===== config.mk =====
export PLATFORM = sky130hd
export DESIGN_NAME = dma_req_throttle
export DESIGN_NICKNAME = d
export VERILOG_FILES = /design/src/rtl/dmat_pkg.sv /design/src/rtl/dmat_word_counter.sv /design/src/rtl/dmat_delay_counter.sv /design/src/rtl/dma_req_throttle.sv
export SDC_FILE = /design/constraint.sdc
export NUM_CORES = 1
export LEC_CHECK = 0
export ABC_AREA = 1
export BUFFER_PORTS_ARGS = -buffer_cell sky130_fd_sc_hd__buf_2
export CAP_MARGIN = 20
export CELL_PAD_IN_SITES_DETAIL_PLACEMENT = 0
export CELL_PAD_IN_SITES_GLOBAL_PLACEMENT = 1
export CORE_AREA = 2 2 49 51
export DETAILED_ROUTE_END_ITERATION = 10
export DIE_AREA = 0 0 51 53
export PLACE_DENSITY = 0.83
export SLEW_MARGIN = 20
export SYNTH_ARGS = -nofsm -noshare
export SYNTH_HDL_FRONTEND = slang
export SYNTH_SLANG_ARGS = --single-unit

===== constraint.sdc =====
create_clock -name clk -period 3.7 [get_ports clk]
set_input_delay 0.74 -clock clk [delete_from_list [all_inputs] [get_ports clk]]
set_output_delay 0.74 -clock clk [all_outputs]
set_load 0.005 [all_outputs]

===== src/rtl/dmat_pkg.sv =====
package dmat_pkg;
  localparam int unsigned DELAY_W_DEF = 8;
  localparam int unsigned BURST_DEF   = 16;

  // Next word count within a burst: wraps to zero on the last word.
  function automatic int unsigned next_word_count(input int unsigned cur,
                                                  input int unsigned burst);
    return (cur + 1 >= burst) ? 0 : cur + 1;
  endfunction

  // Saturating decrement of the pause counter.
  function automatic int unsigned step_down(input int unsigned cur);
    return (cur == 0) ? 0 : cur - 1;
  endfunction
endpackage


===== src/rtl/dmat_word_counter.sv =====
module dmat_word_counter #(
  parameter int unsigned BURST = 16,
  localparam int unsigned CW = $clog2(BURST + 1)
) (
  input  logic          clk,
  input  logic          rst,
  input  logic          clr,
  input  logic          inc,
  output logic [CW-1:0] count,
  output logic          wrap
);
  import dmat_pkg::*;

  logic [CW-1:0] count_q;

  assign wrap  = inc && (count_q == CW'(BURST - 1));
  assign count = count_q;

  always_ff @(posedge clk) begin
    if (rst || clr) begin
      count_q <= '0;
    end else if (inc) begin
      count_q <= CW'(next_word_count(32'(count_q), BURST));
    end
  end


  cnt_in_range_chk: assert property (@(posedge clk) disable iff (rst)
    count_q < CW'(BURST));


  wrap_clears_chk: assert property (@(posedge clk) disable iff (rst)
    (wrap && !clr) |=> (count_q == '0));
endmodule


===== src/rtl/dmat_delay_counter.sv =====
module dmat_delay_counter #(
  parameter int unsigned DW = 8
) (
  input  logic          clk,
  input  logic          rst,
  input  logic          clr,
  input  logic          load,
  input  logic [DW-1:0] load_val,
  output logic [DW-1:0] remain,
  output logic          active
);
  import dmat_pkg::*;

  logic [DW-1:0] remain_q;

  assign remain = remain_q;
  assign active = (remain_q != '0);

  always_ff @(posedge clk) begin
    if (rst || clr) begin
      remain_q <= '0;
    end else if (load) begin
      remain_q <= load_val;
    end else if (active) begin
      remain_q <= DW'(step_down(32'(remain_q)));
    end
  end


  load_capture_chk: assert property (@(posedge clk) disable iff (rst)
    (load && !clr) |=> (remain_q == $past(load_val)));


  steady_decrement_chk: assert property (@(posedge clk) disable iff (rst)
    (active && !load && !clr) |=> (remain_q == $past(remain_q) - DW'(1)));
endmodule


===== src/rtl/dma_req_throttle.sv =====
module dma_req_throttle #(
  parameter int unsigned DELAY_W = dmat_pkg::DELAY_W_DEF,
  parameter int unsigned BURST   = dmat_pkg::BURST_DEF,
  localparam int unsigned CW = $clog2(BURST + 1)
) (
  input  logic               clk,
  input  logic               rst,
  input  logic               enable,
  input  logic [DELAY_W-1:0] delay_cfg,
  input  logic               word_ack,
  input  logic               raw_req,
  output logic               dma_req,
  output logic               busy
);
  // Named internal events, brought out for the assertions.
  logic               word_counted;
  logic               burst_done;
  logic               pause_active;
  logic               hold_clear;
  logic [CW-1:0]      words_in_burst;
  logic [DELAY_W-1:0] pause_left;

  assign hold_clear   = !enable;
  assign word_counted = enable && word_ack;

  dmat_word_counter #(.BURST(BURST)) u_words (
    .clk   (clk),
    .rst   (rst),
    .clr   (hold_clear),
    .inc   (word_counted),
    .count (words_in_burst),
    .wrap  (burst_done)
  );

  dmat_delay_counter #(.DW(DELAY_W)) u_pause (
    .clk      (clk),
    .rst      (rst),
    .clr      (hold_clear),
    .load     (burst_done),
    .load_val (delay_cfg),
    .remain   (pause_left),
    .active   (pause_active)
  );

  assign busy    = enable && pause_active;
  assign dma_req = raw_req && !busy;


  disable_clears_chk: assert property (@(posedge clk) disable iff (rst)
    !enable |=> (pause_left == '0) && (words_in_burst == '0));


  burst_starts_pause_chk: assert property (@(posedge clk) disable iff (rst)
    (burst_done && (delay_cfg != '0)) |=> (!enable || (busy && !dma_req)));


  zero_delay_no_pause_chk: assert property (@(posedge clk) disable iff (rst)
    (burst_done && (delay_cfg == '0)) |=> !busy);
endmodule


# After elaboration in Yosys (flattened, before gate mapping)
# Index checks and enable logic that the tools add are counted.
[word_totals]
inputBits = 13
register_bits = 13
out_inout_bits = 2
elab_cells = 20
[op_classes]
n_reduce_logical = 10
n_addsub = 2
muxes = 4
n_eq_ne = 1
order_cmp = 1
[op_table]
columns = ["cell", "n"]
rows = [
  ["2-to-1 mux 8 bit", 3],
  ["zero test 8 bit", 1],
  ["nonzero test 8 bit", 1],
  ["subtractor 8 x 1 -> 8 bit (second input constant)", 1],
  ["adder 5 x 1 -> 6 bit (second input constant)", 1],
  ["greater-or-equal comparator 6 x 5 -> 1 bit (second input constant)", 1],
  ["== test 5 x 4 -> 1 bit (second input constant)", 1],
  ["2-to-1 mux 5 bit", 1],
  ["logical AND 1 bit", 4],
  ["zero test 1 bit", 2],
  ["nonzero test 2 bit", 1],
  ["logical OR 1 bit", 1],
]

# Depth between registers and ports, before layout
# Gate-level depths: netlist (run 1).
[depth]
ltp_word = 4
mapped_depth = 11
mapped_depth_nobuf = 11

# Modules after synthesis
# A second synthesis (run 1) with hierarchy kept.
[hier_totals]
hier_cells = 133
hier_area_um2 = 885.8
[by_module_without_submodules]
columns = ["mod", "seq_area_each_um2", "n_inst", "area_each_um2", "cells_each"]
rows = [
  ["dmat_delay_counter", 160.2, 1, 543.0, 86],
  ["dmat_word_counter", 100.1, 1, 315.3, 40],
  ["dma_req_throttle", 0.0, 1, 27.5, 7],
]

# Least setup slack after synthesis (run 1)
# Ideal clock, no wire load.
[synth_timing]
path_kind = "register -> output"
startpoint = "register u_pause.remain_q[0] (netlist: u_pause.remain[0])"
endpoint = "output dma_req"
arrival_time_ns = 1.017
n_path_buf = 0
slack_ns = 1.943
stages_incl_launch_ff = 7
t_required_ns = 2.960
path_cell_list = "dfxtp_1 -> inv_1 -> ha_1 -> nand2_2 -> nor2_8 -> nor2_1 -> nor2_1"
[synth_via]
elab_chain_cells = 4
[synth_rtl]
columns = ["element", "line_no", "text"]
rows = [
  ["start: declaration", "dmat_delay_counter.sv:14", "logic [DW-1:0] remain_q;"],
  ["start signal: assignment", "dmat_delay_counter.sv:23", "remain_q <= load_val;"],
  ["start signal: assignment", "dmat_delay_counter.sv:25", "remain_q <= DW'(step_down(32'(remain_q)));"],
  ["nonzero test 8 bit", "dmat_delay_counter.sv:17", "assign active = (remain_q != '0);"],
  ["logical AND 1 bit", "dma_req_throttle.sv:45", "assign busy = enable && pause_active;"],
  ["via busy", "dma_req_throttle.sv:13", "output logic busy"],
  ["zero test 1 bit", "dma_req_throttle.sv:46", "assign dma_req = raw_req && !busy;"],
  ["logical AND 1 bit", "dma_req_throttle.sv:46", ""],
  ["end: declaration", "dma_req_throttle.sv:12", "output logic dma_req,"],
]
# The timed path passes the listed nets, and every way through them passes these cells.

# Final worst setup path (run 1)
[layout_timing]
startpoint = "register u_pause.remain_q[0] (netlist: u_pause.remain[0])"
endpoint = "output dma_req"
[layout_via]
elab_chain_cells = 4
[layout_rtl]
columns = ["element", "line_no"]
rows = [
  ["nonzero test 8 bit", "dmat_delay_counter.sv:17"],
  ["logical AND 1 bit", "dma_req_throttle.sv:45"],
  ["zero test 1 bit", "dma_req_throttle.sv:46"],
  ["logical AND 1 bit", "dma_req_throttle.sv:46"],
]
# Every way passes these cells.

==> results of run 1 <==
[routing by layer]
| layer | wire length [um] | track usage, % | part of all wire [%] |
|---|---|---|---|
| met2 | 809 | 24.24 | 50 |
| met5 | 0 | 0 | 0 |
| met4 | 14 | 4.054 | 0.86 |
| met1 | 731 | 15.64 | 45 |
| met3 | 73 | 5.932 | 4.5 |
[report_power, final]
group	total, mW	leakage, nW	internal, mW	switching (mW)
Clock	0.0923	0.0150	0.0419	0.0505
Combinational	0.279	0.299	0.114	0.165
Sequential	0.173	0.106	0.157	0.0154
Total	0.544	0.420	0.313	0.231
[final timing paths]
path,to,cells after the start
worst min-delay path,u_words.count[4]$_SDFFE_PP0P_,2
worst max-delay path,dma_req,7
worst min register to register,u_words.count[4]$_SDFFE_PP0P_,2
worst max register to register,u_pause.remain[6]$_SDFFE_PP0P_,9
[worst reg2reg max path, stage by stage (launching register included)]
cell and delay, ns:
sky130_fd_sc_hd__dfxtp_1 0.34, sky130_fd_sc_hd__ha_1 0.23, sky130_fd_sc_hd__nand2_1 0.07, sky130_fd_sc_hd__nor2_1 0.04
sky130_fd_sc_hd__ha_1 0.24, sky130_fd_sc_hd__nand2_8 0.12, sky130_fd_sc_hd__inv_8 0.06, sky130_fd_sc_hd__nor2_8 0.17
sky130_fd_sc_hd__nand3_1 0.11, sky130_fd_sc_hd__a21oi_2 0.13
[flip-flops by register name (all words and copies together) (netlist names)]
signal	flops
u_pause.remain	8
u_words.count	5
[synth_stat cells (4+ instances only)]
master and instances:
sky130_fd_sc_hd__nand3_2 4, sky130_fd_sc_hd__nor2_1 15, sky130_fd_sc_hd__a21oi_1 8, sky130_fd_sc_hd__nand3_1 5, sky130_fd_sc_hd__dfxtp_1 13, sky130_fd_sc_hd__ha_1 4
sky130_fd_sc_hd__o21ai_0 4, sky130_fd_sc_hd__inv_1 15, sky130_fd_sc_hd__nand2_2 4, sky130_fd_sc_hd__nand2_1 22
[final cells by class]
class / count / area [sq um]
inverters: 17 / 76.32
flip-flops and latches: 13 / 260.3
multi-input cells: 84 / 516.7
clock buffers: 4 / 26.28
well taps: 28 / 35.03
repair buffers: 14 / 70.07
fillers: 231 / 1164
[cell families after synthesis]
logic type	after synthesis
AND/OR/NAND/NOR	60
AO/OA/AOI/OAI	17
buffers and inverters	17
flip-flops	13
adder cells (fa/ha/maj)	4
XOR/XNOR	3
[through the flow]
step | util [%] | hold slack, ns | area (sq um) | setup WS, ns
2_1_floorplan | - | 0.4420 | 853.3 | 1.943
3_3_place_gp | 44.61 | 0.4575 | 958.4 | 1.735
3_5_place_dp | 44.61 | 0.4644 | 958.4 | 1.719
4_1_cts | 45.84 | 0.4784 | 984.7 | 1.487
5_1_grt | 45.84 | 0.5187 | 984.7 | 1.369
6_report | 45.84 | 0.4735 | 984.7 | 1.513
==> PnR_summary.wiki, run 1 <==
{| class="wikitable"
! Metric !! Value
|-
| Timing-limited maximum frequency || 0.4572 GHz
|-
| Area fraction of the dominant cell type after synthesis || 30.50%
|-
| Vias after detailed routing || 750
|-
| CTS resizes || 0
|-
| Global-route wire length before repair || 2711 um
|-
| Pin count of the biggest net entering global routing || 11
|-
| Commonest cells after routing, fill and taps aside || 22 x sky130_fd_sc_hd__nand2_1, 15 x sky130_fd_sc_hd__inv_1, 15 x sky130_fd_sc_hd__nor2_1
|-
| Startpoint type of the worst setup path || flip-flop
|-
| Buffers on Ports || 14
|-
| Number of antenna violations at the first check in global routing || 0
|-
| Syn Area/Cell || 7.485 sq um
|-
| Cell accounting for the most synthesized area || sky130_fd_sc_hd__dfxtp_1
|-
| Maximum cell stage delay along the critical path || 0.33 ns
|-
| Crit-path most repeated cell || sky130_fd_sc_hd__nor2_1
|-
| Cell count after synthesis || 114
|-
| Sequence of cells on the critical path || inv_1 -> ha_1 -> nand2_2 -> nor2_8 -> nor2_1 -> nor2_1 -> buf_2
|-
| Worst Setup SP || u_pause.remain[0]$_SDFFE_PP0P_
|-
| Largest cells by area after synthesis || sky130_fd_sc_hd__dfxtp_1 30%, sky130_fd_sc_hd__nand2_1 9.7%, sky130_fd_sc_hd__inv_1 6.6%
|-
| Leak pwr || 0.4203 nW
|-
| Endpoint kind of the worst setup timing path || primary output
|-
| Dominant combinational cell family by area after synthesis || simple AND/OR/NAND/NOR gates
|-
| Num CTS Buffers || 3
|-
| Die Y-Extent || 53 um
|-
| Adder and majority gate portion of the synthesized area || 5.865%
|-
| Primary FF master, synth || sky130_fd_sc_hd__dfxtp_1
|-
| Ratio of routed vias to standard cells || 4.688
|-
| Post-layout net count || 150
|-
| Measured slew at the worst slew-check pin || 0.2718 ns
|-
| Category of the most critical setup path || flip-flop to primary output
|-
| Outcome || finished clean
|-
| Fraction of final layout cells with drive strength greater than 1 || 28.79%
|-
| Xor and xnor area share after synthesis || 3.079%
|-
| Arr. time, crit path || 1.45 ns
|-
| Number of sinks on the clock net || 13
|-
| Final weighted congestion in routability-driven placement || 0.7004
|-
| Simple-gate area share of the yosys netlist || 40.03%
|-
| R2R Path Start || u_words.count[0]$_SDFFE_PP0P_
|-
| Count of standard-cell rows || 17
|-
| Yosys warning total || 0
|-
| Share of synthesized area spent on multiplexers || 0%
|-
| Clk pin slew, worst setup/hold paths || 0.09 ns
|-
| Peak supply drop || 0.3451 mV
|-
| Hold buffers post-CTS || 0
|-
| Final setup TNS || 0 ns
|-
| Area of the mapped netlist || 853.3 sq um
|-
| Area added between synthesis and finish || 15.40%
|-
| Rel. slew slack || 81.86%
|-
| Leftover overflow at the end of global routing || 0
|-
| Final hold violation count || 0
|-
| Number of placed instances, taps included || 156
|-
| Leading cell type in the layout, fill and taps excluded || sky130_fd_sc_hd__nand2_1
|-
| FF+latch count, synth || 13
|-
| DR pass1 iterations || 4
|-
| Total length of routed wires || 1628 um
|-
| Die Area || 2703 sq um
|-
| Remaining routing DRC violations || 0
|-
| Initial core utilization || 39.72%
|-
| Share of the clock period used by the worst path after layout || 59.11%
|-
| All-Layer GR Usage || 14.02%
|-
| Final routed wire length divided by cell count || 10.18 um
|-
| R2R Setup Slk || 2.13 ns
|-
| Number of global-route vias before repair || 653
|-
| Worst-case clock buffer depth || 2
|-
| # setup viols final || 0
|-
| Crit-path leading delay family || simple AND/OR/NAND/NOR gates
|-
| Clock period minus worst slack || 2.187 ns
|-
| Number of top-level pins || 15
|-
| Setup repair after global routing missed its margin || no
|-
| Worst-path maximum fanout || 5
|-
| Critical-path top delay cell || sky130_fd_sc_hd__dfxtp_1
|-
| Count of max-cap constraint violations || 0
|-
| Async set or reset register ratio after synthesis || 0%
|-
| Antenna violation net count after detailed routing || 0
|-
| CTS tree || done
|-
| Count of different cell masters after synthesis || 26
|-
| Data required time of the worst path || 2.96 ns
|-
| P per Cell Area || 552.6 nW/um^2
|-
| Clock Root Buffer || sky130_fd_sc_hd__clkbuf_4
|-
| Net count after synthesis || 131
|-
| Area of the core || 2148 sq um
|-
| Number of H-tree levels || 1
|-
| Worst hold path class || flip-flop to flip-flop
|-
| Initial DRC Count || 10
|-
| Worst setup skew after layout || 0.007540 ns
|-
| Setup repair bufs after CTS || 0
|-
| Final Total Pwr || 0.5441 mW
|-
| Sequential fraction of the synthesis area || 30.50%
|-
| Number of enable-type register cells in the synthesized netlist || 0
|-
| Chip Width || 51 um
|-
| Clock insertion delay at the later pin of the skew report || 0.28 ns
|-
| Hold path startpoint || u_words.count[4]$_SDFFE_PP0P_
|-
| Half-perimeter wire length after detailed placement || 1269 um
|-
| Count of final max-slew check failures || 0
|-
| Non-filler instance count after layout || 160
|-
| Diodes inserted || 0
|-
| Complex-gate fraction of the synthesized area || 11.58%
|-
| Count of buffer and inverter cells on the critical path || 2
|}
Power figures use the tool's default switching activity.
==> inputs of run 2 (changes only) <==
--- a/config.mk
+++ b/config.mk
@@ -10,10 +10,10 @@
 export CAP_MARGIN = 20
 export CELL_PAD_IN_SITES_DETAIL_PLACEMENT = 0
 export CELL_PAD_IN_SITES_GLOBAL_PLACEMENT = 1
-export CORE_AREA = 2 2 49 51
+export CORE_AREA = 2 2 50 52
 export DETAILED_ROUTE_END_ITERATION = 10
-export DIE_AREA = 0 0 51 53
-export PLACE_DENSITY = 0.83
+export DIE_AREA = 0 0 52 54
+export PLACE_DENSITY = 0.8
 export SLEW_MARGIN = 20
 export SYNTH_ARGS = -nofsm -noshare
 export SYNTH_HDL_FRONTEND = slang
==> constraint.sdc (replaced) <==
create_clock -name clk -period 2.2 [get_ports clk]
set_input_delay 0.44 -clock clk [delete_from_list [all_inputs] [get_ports clk]]
set_output_delay 0.44 -clock clk [all_outputs]
set_load 0.005 [all_outputs]
==> run 2 against run 1 <==
Largest cell class unchanged. Setup slack lost 1.2 ns. Global-route usage grew 0.38 points. Via count grew 0.27%. Clock power is 65% higher. Critical path type unchanged.
==> PnR_summary.wiki, run 2 (same netlist as run 1, synthesis figures left out) <==
{| class="wikitable"
! Metric !! Value
|-
| Outcome || finished clean
|-
| Pin count of the biggest net entering global routing || 11 (unchanged)
|-
| Startpoint type of the worst setup path || flip-flop
|-
| Share of the clock period used by the worst path after layout || 85.58%
|-
| Hold buffers post-CTS || 0 (unchanged)
|-
| Count of final max-slew check failures || 0 (unchanged)
|-
| R2R Setup Slk || 0.66 ns (-1.47 ns)
|-
| Fraction of power consumed by combinational cells || 51.9% (+0.6 points)
|-
| Critical-path top delay cell || sky130_fd_sc_hd__dfxtp_1
|-
| Crit-path leading delay family || simple AND/OR/NAND/NOR gates
|-
| Setup repair after global routing missed its margin || no
|-
| Final weighted congestion in routability-driven placement || 0.7450 (+6.4%)
|-
| Total length of routed wires || 1632 um (+0.25%)
|-
| Rel. slew slack || 83.78% (+1.9 points)
|-
| Switching share of power || 42.73% (+0.32 points)
|-
| Number of flip-flops in the largest register || 8 (unchanged)
|-
| Diodes inserted || 0 (unchanged)
|-
| Die Area || 2808 sq um (+3.9%)
|-
| Num CTS Buffers || 3 (unchanged)
|-
| Leading cell type in the layout, fill and taps excluded || sky130_fd_sc_hd__nand2_1
|-
| Half-perimeter wire length after detailed placement || 1302 um (+2.6%)
|-
| Count of max-cap constraint violations || 0 (unchanged)
|-
| Count of standard-cell rows || 18 (+1)
|-
| Timing-limited maximum frequency || 0.5311 GHz
|-
| Area of the core || 2320 sq um (+8.0%)
|-
| Net switching component of the power || 0.3912 mW (+70%)
|-
| Fraction of final layout cells with drive strength greater than 1 || 29.55% (+0.76 points)
|-
| Smallest setup slack after layout || 0.3173 ns (-1.196 ns)
|-
| Antenna violation net count after detailed routing || 0 (unchanged)
|-
| Worst-path maximum fanout || 5 (unchanged)
|-
| Buffers on Ports || 14 (unchanged)
|-
| Layer carrying the most global-route usage || met2
|-
| Sequence of cells on the critical path || inv_1 -> ha_1 -> nand2_2 -> nor2_8 -> nor2_1 -> nor2_1 -> buf_2
|-
| CTS tree || done
|-
| Vias after detailed routing || 752 (+0.27%)
|-
| CTS resizes || 0 (unchanged)
|-
| Worst slack after detailed placement || 0.6180 ns (-1.101 ns)
|-
| Endpoint of the worst setup timing path || dma_req
|-
| Remaining routing DRC violations || 0 (unchanged)
|-
| Worst-case clock buffer depth || 2 (unchanged)
|-
| Worst Setup SP || u_pause.remain[0]$_SDFFE_PP0P_
|-
| Post-layout net count || 150 (unchanged)
|-
| Worst hold path class || input pin to flip-flop
|-
| Crit-path most repeated cell || sky130_fd_sc_hd__nor2_1
|-
| P per Cell Area || 926.3 nW/um^2 (+68%)
|-
| Measured slew at the worst slew-check pin || 0.2424 ns (-0.02939 ns)
|-
| Critical path depth || 7 (unchanged)
|-
| Number of global-route vias before repair || 745 (+14%)
|-
| Leak pwr || 0.4231 nW (+0.65%)
|-
| Maximum cell stage delay along the critical path || 0.33 ns (about the same)
|-
| Chip Width || 52 um (+2.0%)
|-
| Count of buffer and inverter cells on the critical path || 2 (unchanged)
|-
| Number of top-level pins || 15 (unchanged)
|-
| M2 GR Usage || 26.79% (+2.6 points)
|-
| Number of H-tree levels || 1 (unchanged)
|-
| All-Layer GR Usage || 14.40% (+0.38 points)
|-
| Number of antenna violations at the first check in global routing || 0 (unchanged)
|-
| R2R Path Start || u_words.count[0]$_SDFFE_PP0P_
|-
| Number of sinks on the clock net || 13 (unchanged)
|-
| Setup repair bufs after CTS || 0 (unchanged)
|-
| Category of the most critical setup path || flip-flop to primary output
|-
| Clock Root Buffer || sky130_fd_sc_hd__clkbuf_4
|-
| Final routed wire length divided by cell count || 10.07 um (-0.99%)
|-
| Clock period minus worst slack || 1.883 ns
|-
| Endpoint kind of the worst setup timing path || primary output
|-
| Util after Layout || 42.61% (-3.2 points)
|-
| Worst setup skew after layout || 0.0006949 ns (-0.006845 ns)
|-
| Global-route wire length before repair || 2932 um (+8.2%)
|-
| Arr. time, crit path || 1.44 ns (about the same)
|-
| Data required time of the worst path || 1.76 ns (-1.20 ns)
|-
| Initial DRC Count || 12 (+2)
|-
| Ratio of routed vias to standard cells || 4.642 (-0.97%)
|-
| Tightest hold margin || 0.3987 ns (-0.07481 ns)
|-
| Proportion of power drawn by flip-flops and latches || 31.5% (-0.2 points)
|-
| Total internal power || 0.5243 mW (+67%)
|-
| Area added between synthesis and finish || 15.84%
|-
| DR pass1 iterations || 4 (unchanged)
|-
| Commonest cells after routing, fill and taps aside || 22 x sky130_fd_sc_hd__nand2_1, 15 x sky130_fd_sc_hd__inv_1, 15 x sky130_fd_sc_hd__nor2_1
|-
| Clock insertion delay at the later pin of the skew report || 0.28 ns (about the same)
|-
| Cells on Worst Hold Path || 2 (unchanged)
|-
| Met1 capacity usage during global routing || 15.38% (-0.25 points)
|-
| # setup viols final || 0 (unchanged)
|-
| GR Util met3 || 3.333% (-2.6 points)
|-
| Clk pin slew, worst setup/hold paths || 0.08 ns (about the same)
|-
| Portion of total power attributed to the clock network || 16.6% (-0.4 points)
|-
| Reg2reg path depth || 9 (unchanged)
|-
| Initial core utilization || 36.79% (-2.9 points)
|-
| Final hold violation count || 0 (unchanged)
|-
| Leftover overflow at the end of global routing || 0 (unchanged)
|-
| Reg-to-reg critical path endpoint || u_pause.remain[6]$_SDFFE_PP0P_
|-
| Peak supply drop || 0.4395 mV (+27%)
|-
| Die Y-Extent || 54 um (+1.9%)
|-
| Final setup TNS || 0 ns (unchanged)
|}
==> run 2: cell types whose count changed in the layout (fill, tap and decap cells not counted), sizes merged <==
cell / change
clkinv: +1
clkbuf: -1
==> run 2: worst min-delay path by stage <==
stage	slack (ns)	startpoint	endpoint
6_report	0.40	word_ack	u_words.count[4]$_SDFFE_PP0P_
5_1_grt	0.39	word_ack	u_words.count[4]$_SDFFE_PP0P_
4_1_cts	0.39	word_ack	u_words.count[4]$_SDFFE_PP0P_
3_5_place_dp	0.47	u_words.count[4]$_SDFFE_PP0P_	u_words.count[4]$_SDFFE_PP0P_
3_3_place_gp	0.46	u_words.count[4]$_SDFFE_PP0P_	u_words.count[4]$_SDFFE_PP0P_
2_1_floorplan	0.44	u_words.count[4]$_SDFFE_PP0P_	u_words.count[4]$_SDFFE_PP0P_
==> run 2: layer usage <==
metal  wire length [um]  vias up
met2                836       10
met3                 45        4
li1                   -      395
met4                 24        0
met1                726      343
met5                  0        -
==> run 2: final cells by class <==
type / count / area, sq um
well taps: 30 / 37.54
inverters: 17 / 76.32
repair buffers: 14 / 70.07
fillers: 247 / 1331
multi-input cells: 84 / 516.7
flip-flops and latches: 13 / 260.3
clock inverters: 1 / 5.005
clock buffers: 3 / 22.52
==> run 2: per-stage QoR <==
| step | power [mW] | cell area [sq um] | std cells |
|---|---|---|---|
| floorplan | 0.6843 | 853.3 | 114 |
| finish | 0.9156 | 988.4 | 162 |
| CTS | 0.9297 | 988.4 | 162 |
| global route | 1.007 | 988.4 | 162 |
| global placement | 0.7652 | 960.9 | 158 |
| detailed placement | 0.7746 | 960.9 | 158 |
==> run 2: power by group through the flow <==
stage	clock network (mW)	logic, mW	registers [mW]
5_1_grt	0.171	0.544	0.292
2_1_floorplan	0	0.395	0.289
3_5_place_dp	0	0.481	0.294
4_1_cts	0.159	0.482	0.288
6_report	0.152	0.475	0.288
3_3_place_gp	0	0.472	0.294
==> run 2: worst reg2reg max path, stage by stage (launching register included) <==
cell and delay, ns:
sky130_fd_sc_hd__dfxtp_1 0.34, sky130_fd_sc_hd__ha_1 0.23, sky130_fd_sc_hd__nand2_1 0.07, sky130_fd_sc_hd__nor2_1 0.04, sky130_fd_sc_hd__ha_1 0.23, sky130_fd_sc_hd__nand2_8 0.12
sky130_fd_sc_hd__inv_8 0.06, sky130_fd_sc_hd__nor2_8 0.17, sky130_fd_sc_hd__nand3_1 0.10, sky130_fd_sc_hd__a21oi_2 0.12
